### config.mk
export PLATFORM = sky130hd
export DESIGN_NAME = dual_mode_ctr
export DESIGN_NICKNAME = d
export VERILOG_FILES = /design/src/rtl/dual_mode_ctr_pkg.sv /design/src/rtl/dual_mode_ctr_dp.sv /design/src/rtl/dual_mode_ctr_ctrl.sv /design/src/rtl/dual_mode_ctr.sv
export SDC_FILE = /design/constraint.sdc
export NUM_CORES = 1
export LEC_CHECK = 0
export BUFFER_PORTS_ARGS = -buffer_cell sky130_fd_sc_hd__clkbuf_2
export CAP_MARGIN = 20
export CORE_MARGIN = 8
export CORE_UTILIZATION = 45
export DETAILED_ROUTE_END_ITERATION = 16
export GPL_TIMING_DRIVEN = 0
export PLACE_DENSITY_LB_ADDON = 0.12
export SLEW_MARGIN = 20
export SYNTH_ARGS = -nofsm -noshare
export SYNTH_HDL_FRONTEND = slang
export SYNTH_SLANG_ARGS = --single-unit
### constraint.sdc
create_clock -name clk -period 11.5 [get_ports clk]
set_clock_uncertainty 0.05 [all_clocks]
set_input_delay 1.15 -clock clk [delete_from_list [all_inputs] [get_ports clk]]
set_output_delay 1.15 -clock clk [all_outputs]
set_load 0.1 [all_outputs]
### src/rtl/dual_mode_ctr_pkg.sv
package dual_mode_ctr_pkg;

  // word index taken from addr[3:2]
  typedef enum logic [1:0] {
    SEL_HIGH  = 2'd0,
    SEL_LOW   = 2'd1,
    SEL_SPARE = 2'd2,
    SEL_CTRL  = 2'd3
  } wordSel_t;

  // strobes from control to datapath
  typedef struct packed {
    logic clrCnt;
    logic ldHigh;
    logic ldLow;
    logic ldLim;
    logic maxLim;
    logic step;
  } dpCmd_t;

endpackage

### src/rtl/dual_mode_ctr_dp.sv
module dual_mode_ctr_dp
  import dual_mode_ctr_pkg::*;
#(
  parameter int CNT_W      = 63,
  parameter int LIM_W      = 31,
  parameter int TICK_SHIFT = 9,
  localparam int TICK_W    = CNT_W - TICK_SHIFT,
  localparam int CMP_W     = LIM_W - TICK_SHIFT,
  localparam int LO_W      = 32 - TICK_SHIFT,
  localparam int HI_W      = TICK_W - LO_W
) (
  input  logic              clk,
  input  logic              rstN,
  input  dpCmd_t            cmd,
  input  logic [31:0]       wrData,
  input  logic              userMode,
  output logic [TICK_W-1:0] cntQ,
  output logic [CMP_W-1:0]  limQ,
  output logic              hitEvt
);

  logic [CMP_W-1:0] limEff;
  logic             wrapNow;

  // a zero limit behaves as the widest possible period
  assign limEff = (limQ == '0) ? '1 : limQ;

  always_comb begin
    if (userMode) wrapNow = &cntQ;
    else          wrapNow = (cntQ[CMP_W-1:0] == limEff - 1'b1);
  end

  // a wrap counts as a hit except in free-running counter mode
  assign hitEvt = wrapNow & (userMode | (limQ != '0));

  always_ff @(posedge clk) begin
    if (!rstN) begin
      cntQ <= '0;
      limQ <= '0;
    end else begin
      if (cmd.clrCnt)      cntQ <= '0;
      else if (cmd.ldHigh) cntQ[TICK_W-1:LO_W] <= wrData[HI_W-1:0];
      else if (cmd.ldLow)  cntQ[LO_W-1:0] <= wrData[31:TICK_SHIFT];
      else if (cmd.step)   cntQ <= (wrapNow && !userMode) ? '0 : cntQ + 1'b1;

      if (cmd.maxLim)     limQ <= '1;
      else if (cmd.ldLim) limQ <= wrData[LIM_W-1:TICK_SHIFT];
    end
  end

endmodule

### src/rtl/dual_mode_ctr_ctrl.sv
module dual_mode_ctr_ctrl
  import dual_mode_ctr_pkg::*;
#(
  parameter int ADDR_W = 4
) (
  input  logic              clk,
  input  logic              rstN,
  input  logic              tick,
  input  logic              userMode,
  input  logic              wrEn,
  input  logic              rdEn,
  input  logic [ADDR_W-1:0] addr,
  input  logic              wrBit0,
  input  logic              hitEvt,
  output dpCmd_t            cmd,
  output logic              runQ,
  output logic              reachedQ,
  output logic              irq
);

  logic     modeQ, modeEdge, aligned;
  logic     wrHi, wrLo, wrSt, rdHi, hitNow;
  wordSel_t sel;

  assign sel      = wordSel_t'(addr[3:2]);
  assign aligned  = (addr[1:0] == 2'b00) && (addr[ADDR_W-1:2] < 3'(4));
  assign wrHi     = wrEn & aligned & (sel == SEL_HIGH);
  assign wrLo     = wrEn & aligned & (sel == SEL_LOW);
  assign wrSt     = wrEn & aligned & (sel == SEL_CTRL);
  assign rdHi     = rdEn & aligned & (sel == SEL_HIGH);
  assign modeEdge = userMode ^ modeQ;

  always_comb begin
    cmd        = '0;
    cmd.ldHigh = wrHi & userMode & ~modeEdge;
    cmd.ldLow  = wrLo & userMode & ~modeEdge;
    cmd.ldLim  = wrHi & ~userMode & ~modeEdge;
    cmd.clrCnt = cmd.ldLim | (modeEdge & ~userMode);
    cmd.maxLim = modeEdge & userMode;
    cmd.step   = tick & runQ & ~modeEdge & ~cmd.ldHigh & ~cmd.ldLow & ~cmd.ldLim;
  end

  assign hitNow = cmd.step & hitEvt;

  always_ff @(posedge clk) begin
    if (!rstN) begin
      modeQ    <= 1'b0;
      runQ     <= 1'b1;
      reachedQ <= 1'b0;
      irq      <= 1'b0;
    end else begin
      modeQ <= userMode;

      if (modeEdge)              runQ <= ~userMode;
      else if (wrSt && userMode) runQ <= wrBit0;

      if (hitNow)                          reachedQ <= 1'b1;
      else if (cmd.ldHigh || cmd.ldLow)    reachedQ <= 1'b0;
      else if (rdHi && !userMode)          reachedQ <= 1'b0;

      if (hitNow && !userMode)                                 irq <= 1'b1;
      else if (cmd.maxLim || cmd.ldLim || (rdHi && !userMode)) irq <= 1'b0;
    end
  end

endmodule

### src/rtl/dual_mode_ctr.sv
module dual_mode_ctr
  import dual_mode_ctr_pkg::*;
#(
  parameter int ADDR_W     = 4,
  parameter int CNT_W      = 63,
  parameter int LIM_W      = 31,
  parameter int TICK_SHIFT = 9
) (
  input  logic              clk,
  input  logic              rstN,
  input  logic              tick,
  input  logic              userMode,
  input  logic              wrEn,
  input  logic              rdEn,
  input  logic [ADDR_W-1:0] addr,
  input  logic [31:0]       wrData,
  output logic [31:0]       rdData,
  output logic              irq
);

  localparam int TICK_W = CNT_W - TICK_SHIFT;
  localparam int CMP_W  = LIM_W - TICK_SHIFT;
  localparam int LO_W   = 32 - TICK_SHIFT;

  dpCmd_t            cmd;
  logic [TICK_W-1:0] cntQ;
  logic [CMP_W-1:0]  limQ;
  logic              hitEvt, runQ, reachedQ;

  dual_mode_ctr_ctrl #(.ADDR_W(ADDR_W)) u_ctrl (
    .clk(clk), .rstN(rstN), .tick(tick), .userMode(userMode),
    .wrEn(wrEn), .rdEn(rdEn), .addr(addr), .wrBit0(wrData[0]),
    .hitEvt(hitEvt), .cmd(cmd), .runQ(runQ), .reachedQ(reachedQ), .irq(irq)
  );

  dual_mode_ctr_dp #(.CNT_W(CNT_W), .LIM_W(LIM_W), .TICK_SHIFT(TICK_SHIFT)) u_dp (
    .clk(clk), .rstN(rstN), .cmd(cmd), .wrData(wrData), .userMode(userMode),
    .cntQ(cntQ), .limQ(limQ), .hitEvt(hitEvt)
  );

  always_comb begin
    rdData = '0;
    if (addr[1:0] == 2'b00 && addr[ADDR_W-1:2] < 3'(4)) begin
      unique case (wordSel_t'(addr[3:2]))
        SEL_HIGH:
          if (userMode) rdData = {reachedQ, cntQ[TICK_W-1:LO_W]};
          else          rdData = 32'({limQ, {TICK_SHIFT{1'b0}}});
        SEL_LOW:
          if (userMode) rdData = {cntQ[LO_W-1:0], {TICK_SHIFT{1'b0}}};
          else          rdData = {reachedQ, 31'({cntQ[CMP_W-1:0], {TICK_SHIFT{1'b0}}})};
        SEL_CTRL:  rdData = {31'b0, runQ};
        SEL_SPARE: rdData = '0;
      endcase
    end
  end

endmodule

==> results_dict.tcl <==
set metrics [dict create \
    synthDominantCellAreaShare_pct 26.1 \
    synth_area_per_cell_um2 7.37 \
    n_diodes 0 \
    end_kind "flop" \
    grt_first_pass_wirelength_um 37900 \
    place_hpwl_um 19000 \
    power_leakage_nw 2.81 \
    ff2ff_setup_slack_ps 6190 \
    grt_antenna_before_repair 0 \
    wl_met2_um 10800 \
    areaGrowthSynthToFinish_pct 14.9 \
    route.top_layer_used "met4" \
    cts.sinks 80 \
    maxCapViolations 0 \
    worstReg2RegEnd "u_dp.cntQ[20]$_SDFFE_PP0P_" \
    dpl_cell_area_mm2 0.00672 \
    number_of_drc_violations_after_detailed_routing 0 \
    power_frac_comb_pct 23.8 \
    num_io_pins 75 \
    achievable-frequency_mhz 188 \
    critPathKind "flop to flop" \
    drtPass1Iterations 5 \
    timing_hold_violations_final 0 \
    critPathRequiredTime_ps 11680 \
    drt-total-wl_um 24600 \
    layout.cells.non_filler 1096 \
    detail-route-antenna-nets 0 \
    io_buffers 73 \
    pin_count_of_the_biggest_net_entering_global_routing 14 \
    syn-cell-area_mm2 0.00613 \
    ys.warnings.count 0 \
    critical_path.cell_chain "or3_1, nand4bb_1, clkbuf_1, nor3_4, nor2_1, ha_1, clkbuf_1, and4_1, a211oi_1, xnor2_1, a2111oi_0, nand3_1, nor4_4, nor2_2, buf_2, a22oi_1, o21ai_0" \
    clock_power_share_pct 38.9 \
    p_seq_share_pct 37.3 \
    worst_ir_drop_vdd_mv 0.0805 \
    worstSetupEndpoint "u_dp.cntQ[20]$_SDFFE_PP0P_" \
    detail_route.vias_per_cell 6.45 \
    synth_largest_area_cell "dfxtp_1" \
    n_fill_cell 1362 \
    grt.overflow.total 0 \
    power.density_cell_area_mw_per_mm2 114 \
    worstMarginPinSlew_ps 794 \
    startpoint "u_dp.limQ[18]$_SDFFE_PN0P_" \
    data_arrival_time_at_the_worst_slack_endpoint_ps 5490 \
    fin_crit_sh_pct 46.2 \
    synth_seq_area_share_pct 26.1 \
    slew-limit-headroom_pct 46.8 \
    switching_share_pct 32.2 \
    timing.hold.ws_ps 453 \
    tritoncts "done" \
    post_cts_sizing 0 \
    final_cell_area_mm2 0.00704 \
    timing.critical_path.fanout_max 10 \
    switchingPower_w 0.000259 \
    cts.repair_timing.setup_buffer_count 0 \
    met1_length_um 10500 \
    internal-power_w 0.000546 \
    async_reset_ff_share_pct 0 \
    run_status "complete, no violations" \
    mostFrequentLayoutCell "nand2_1" \
    synth_top_flop_cell "dfxtp_1" \
    met3_routed_wirelength_um 2310 \
    postSynthRegisterBits 80 \
    drive_gt1_share_pct 13.7 \
    reg2reg_path_depth 17 \
    critPathSlowestCell "nor4_4" \
    period_minus_slack_ps 5310 \
    place_inst 1080 \
    clock_insertion_delay_worst_skew_ps 350 \
    wl_per_cell_um 22.4 \
    report.final.slew_viol_count 0 \
    cts_root_buffer_type "clkbuf_16" \
    initial_utilization_pct 46.1 \
    fp.coreArea_mm2 0.0133 \
    count_of_nets_after_finishing 960 \
    unrepaired_setup_endpoints_after_global_routing "false" \
    holdBufCountCts 0 \
    total_routing_usage_gr_pct 27.5 \
    dr.first_iter.drc_count 938 \
    maximum_cell_stage_delay_along_the_critical_path_ps 610 \
    die_h_um 133 \
    fin_setup_tns_ps 0 \
    ys_types 77 \
    holdCritPathClass "flop to flop" \
    synth_enable_flop_cells 0 \
    first_global_vias 6639 \
    tritoncts.num_buffers 9 \
    routed-via-count 7069 \
    worstReg2RegStart "u_dp.limQ[18]$_SDFFE_PN0P_" \
    chipWidth_um 133 \
    commonest_cells_after_routing_fill_and_taps_aside "98 x nand2_1, 96 x nor2_1, 80 x dfxtp_1" \
    floorplan.rows 42 \
    fp.dieArea_mm2 0.0176 \
    syn-instance-count 831 \
    max-clock-path-buffers 2 \
    yosys-top-cells-area "dfxtp_1 26%, nand2_1 6.0%, nor2_1 5.9%, nand3_1 3.9%, o211a_1 3.6%" \
    most_used_cell_along_the_critical_path "clkbuf_1" \
    gp_congestion 0.959 \
    synth_nets 876 \
    cp-start-kind "flop" \
    power_w 0.000805 \
    final-setup-viol-count 0 \
    ctsHtreeMaxLevel 3 \
    clkTransAtPathRegs_ps 60 \
]
## metal layers
layer  up-vias  GRT usage [%]
met3        68           6.66
li1       3243              -
met2       392           42.5
met5         -              0
met4         0           10.7
met1      3366           35.9
## cell usage after synthesis, drive strengths merged, types with 8 or more instances
master,number
xnor2,22
clkbuf,49
a32oi,13
xor2,9
nor2,97
a21o,10
and3,13
nand3,48
a21oi,29
o21ai,32
inv,29
nand2,99
and2,9
a211oi,25
dfxtp,80
or3,16
nor2b,13
a22oi,21
nor4,10
buf,14
nor3,25
o211a,22
a31oi,17
o311ai,8
mux2i,13
nand4,21
## layout make-up
type | instances | area [um^2] | area share (%)
multi-input cells | 659 | 4150 | 59.0
flip-flops and latches | 80 | 1600 | 22.8
repair buffers | 73 | 365 | 5.19
plain buffers | 63 | 277 | 3.93
clock buffers | 11 | 233 | 3.31
well taps | 176 | 220 | 3.13
inverters | 29 | 109 | 1.55
clock inverters | 5 | 81.3 | 1.16
## flip-flops by register name, indices dropped and copies added, names as in the netlist
| register | flops |
|---|---|
| u_dp.cntQ | 54 |
| u_dp.limQ | 22 |
| u_ctrl.irq | 1 |
| u_ctrl.modeQ | 1 |
| u_ctrl.reachedQ | 1 |
| u_ctrl.runQ | 1 |
## worst min-delay path by stage
stage | from | endpoint | slack (ps) | cells after the start
global placement | u_ctrl.reachedQ$_SDFFE_PN0P_ | u_ctrl.reachedQ$_SDFFE_PN0P_ | 450 | 2
detailed placement | u_ctrl.reachedQ$_SDFFE_PN0P_ | u_ctrl.reachedQ$_SDFFE_PN0P_ | 450 | 2
global route | u_ctrl.reachedQ$_SDFFE_PN0P_ | u_ctrl.reachedQ$_SDFFE_PN0P_ | 490 | 2
CTS | u_ctrl.reachedQ$_SDFFE_PN0P_ | u_ctrl.reachedQ$_SDFFE_PN0P_ | 460 | 2
finish | u_ctrl.reachedQ$_SDFFE_PN0P_ | u_ctrl.reachedQ$_SDFFE_PN0P_ | 450 | 2
floorplan | u_dp.cntQ[23]$_SDFFE_PP0P_ | u_dp.cntQ[23]$_SDFFE_PP0P_ | 420 | 1
## power by group through the flow
| stage | Combinational, W | Clock, W | Sequential [W] |
|---|---|---|---|
| 2_1_floorplan | 0.000136 | 0 | 0.000301 |
| 3_3_place_gp | 0.000185 | 0 | 0.000306 |
| 3_5_place_dp | 0.000186 | 0 | 0.000306 |
| 4_1_cts | 0.000187 | 0.000316 | 0.000300 |
| 5_1_grt | 0.000207 | 0.000326 | 0.000301 |
| 6_report | 0.000192 | 0.000313 | 0.000300 |
## cells by family (layout without fill, tap and decap cells)
| group | after synthesis | after routing | synth area share, % |
|---|---|---|---|
| and+or+nand+nor | 391 | 391 | 33.0 |
| adders and majority gates | 3 | 3 | 0.613 |
| xor gates and xnor gates | 33 | 33 | 5.19 |
| AOI/OAI and AO/OA | 217 | 217 | 26.3 |
| muxes | 15 | 15 | 2.49 |
| DFF | 80 | 80 | 26.1 |
| buffers and inverters | 92 | 181 | 6.29 |
## stage by stage
step | util, % | worst slack (ps)
global placement | 50.5 | 6420
CTS | 52.9 | 6370
floorplan | - | 3950
global route | 52.9 | 5910
detailed placement | 50.5 | 6410
finish | 52.9 | 6190
## critical path: cells and delay by family, from the launching register on
| family | cells | cell delay (ps) |
|---|---|---|
| AO/OA/AOI/OAI | 4 | 1060 |
| XOR/XNOR | 1 | 100 |
| adder cells (fa/ha/maj) | 1 | 200 |
| buffers and inverters | 3 | 770 |
| flip-flops | 1 | 380 |
| AND/OR/NAND/NOR | 8 | 2630 |
Note: power is estimated with default switching activity, not from simulation.
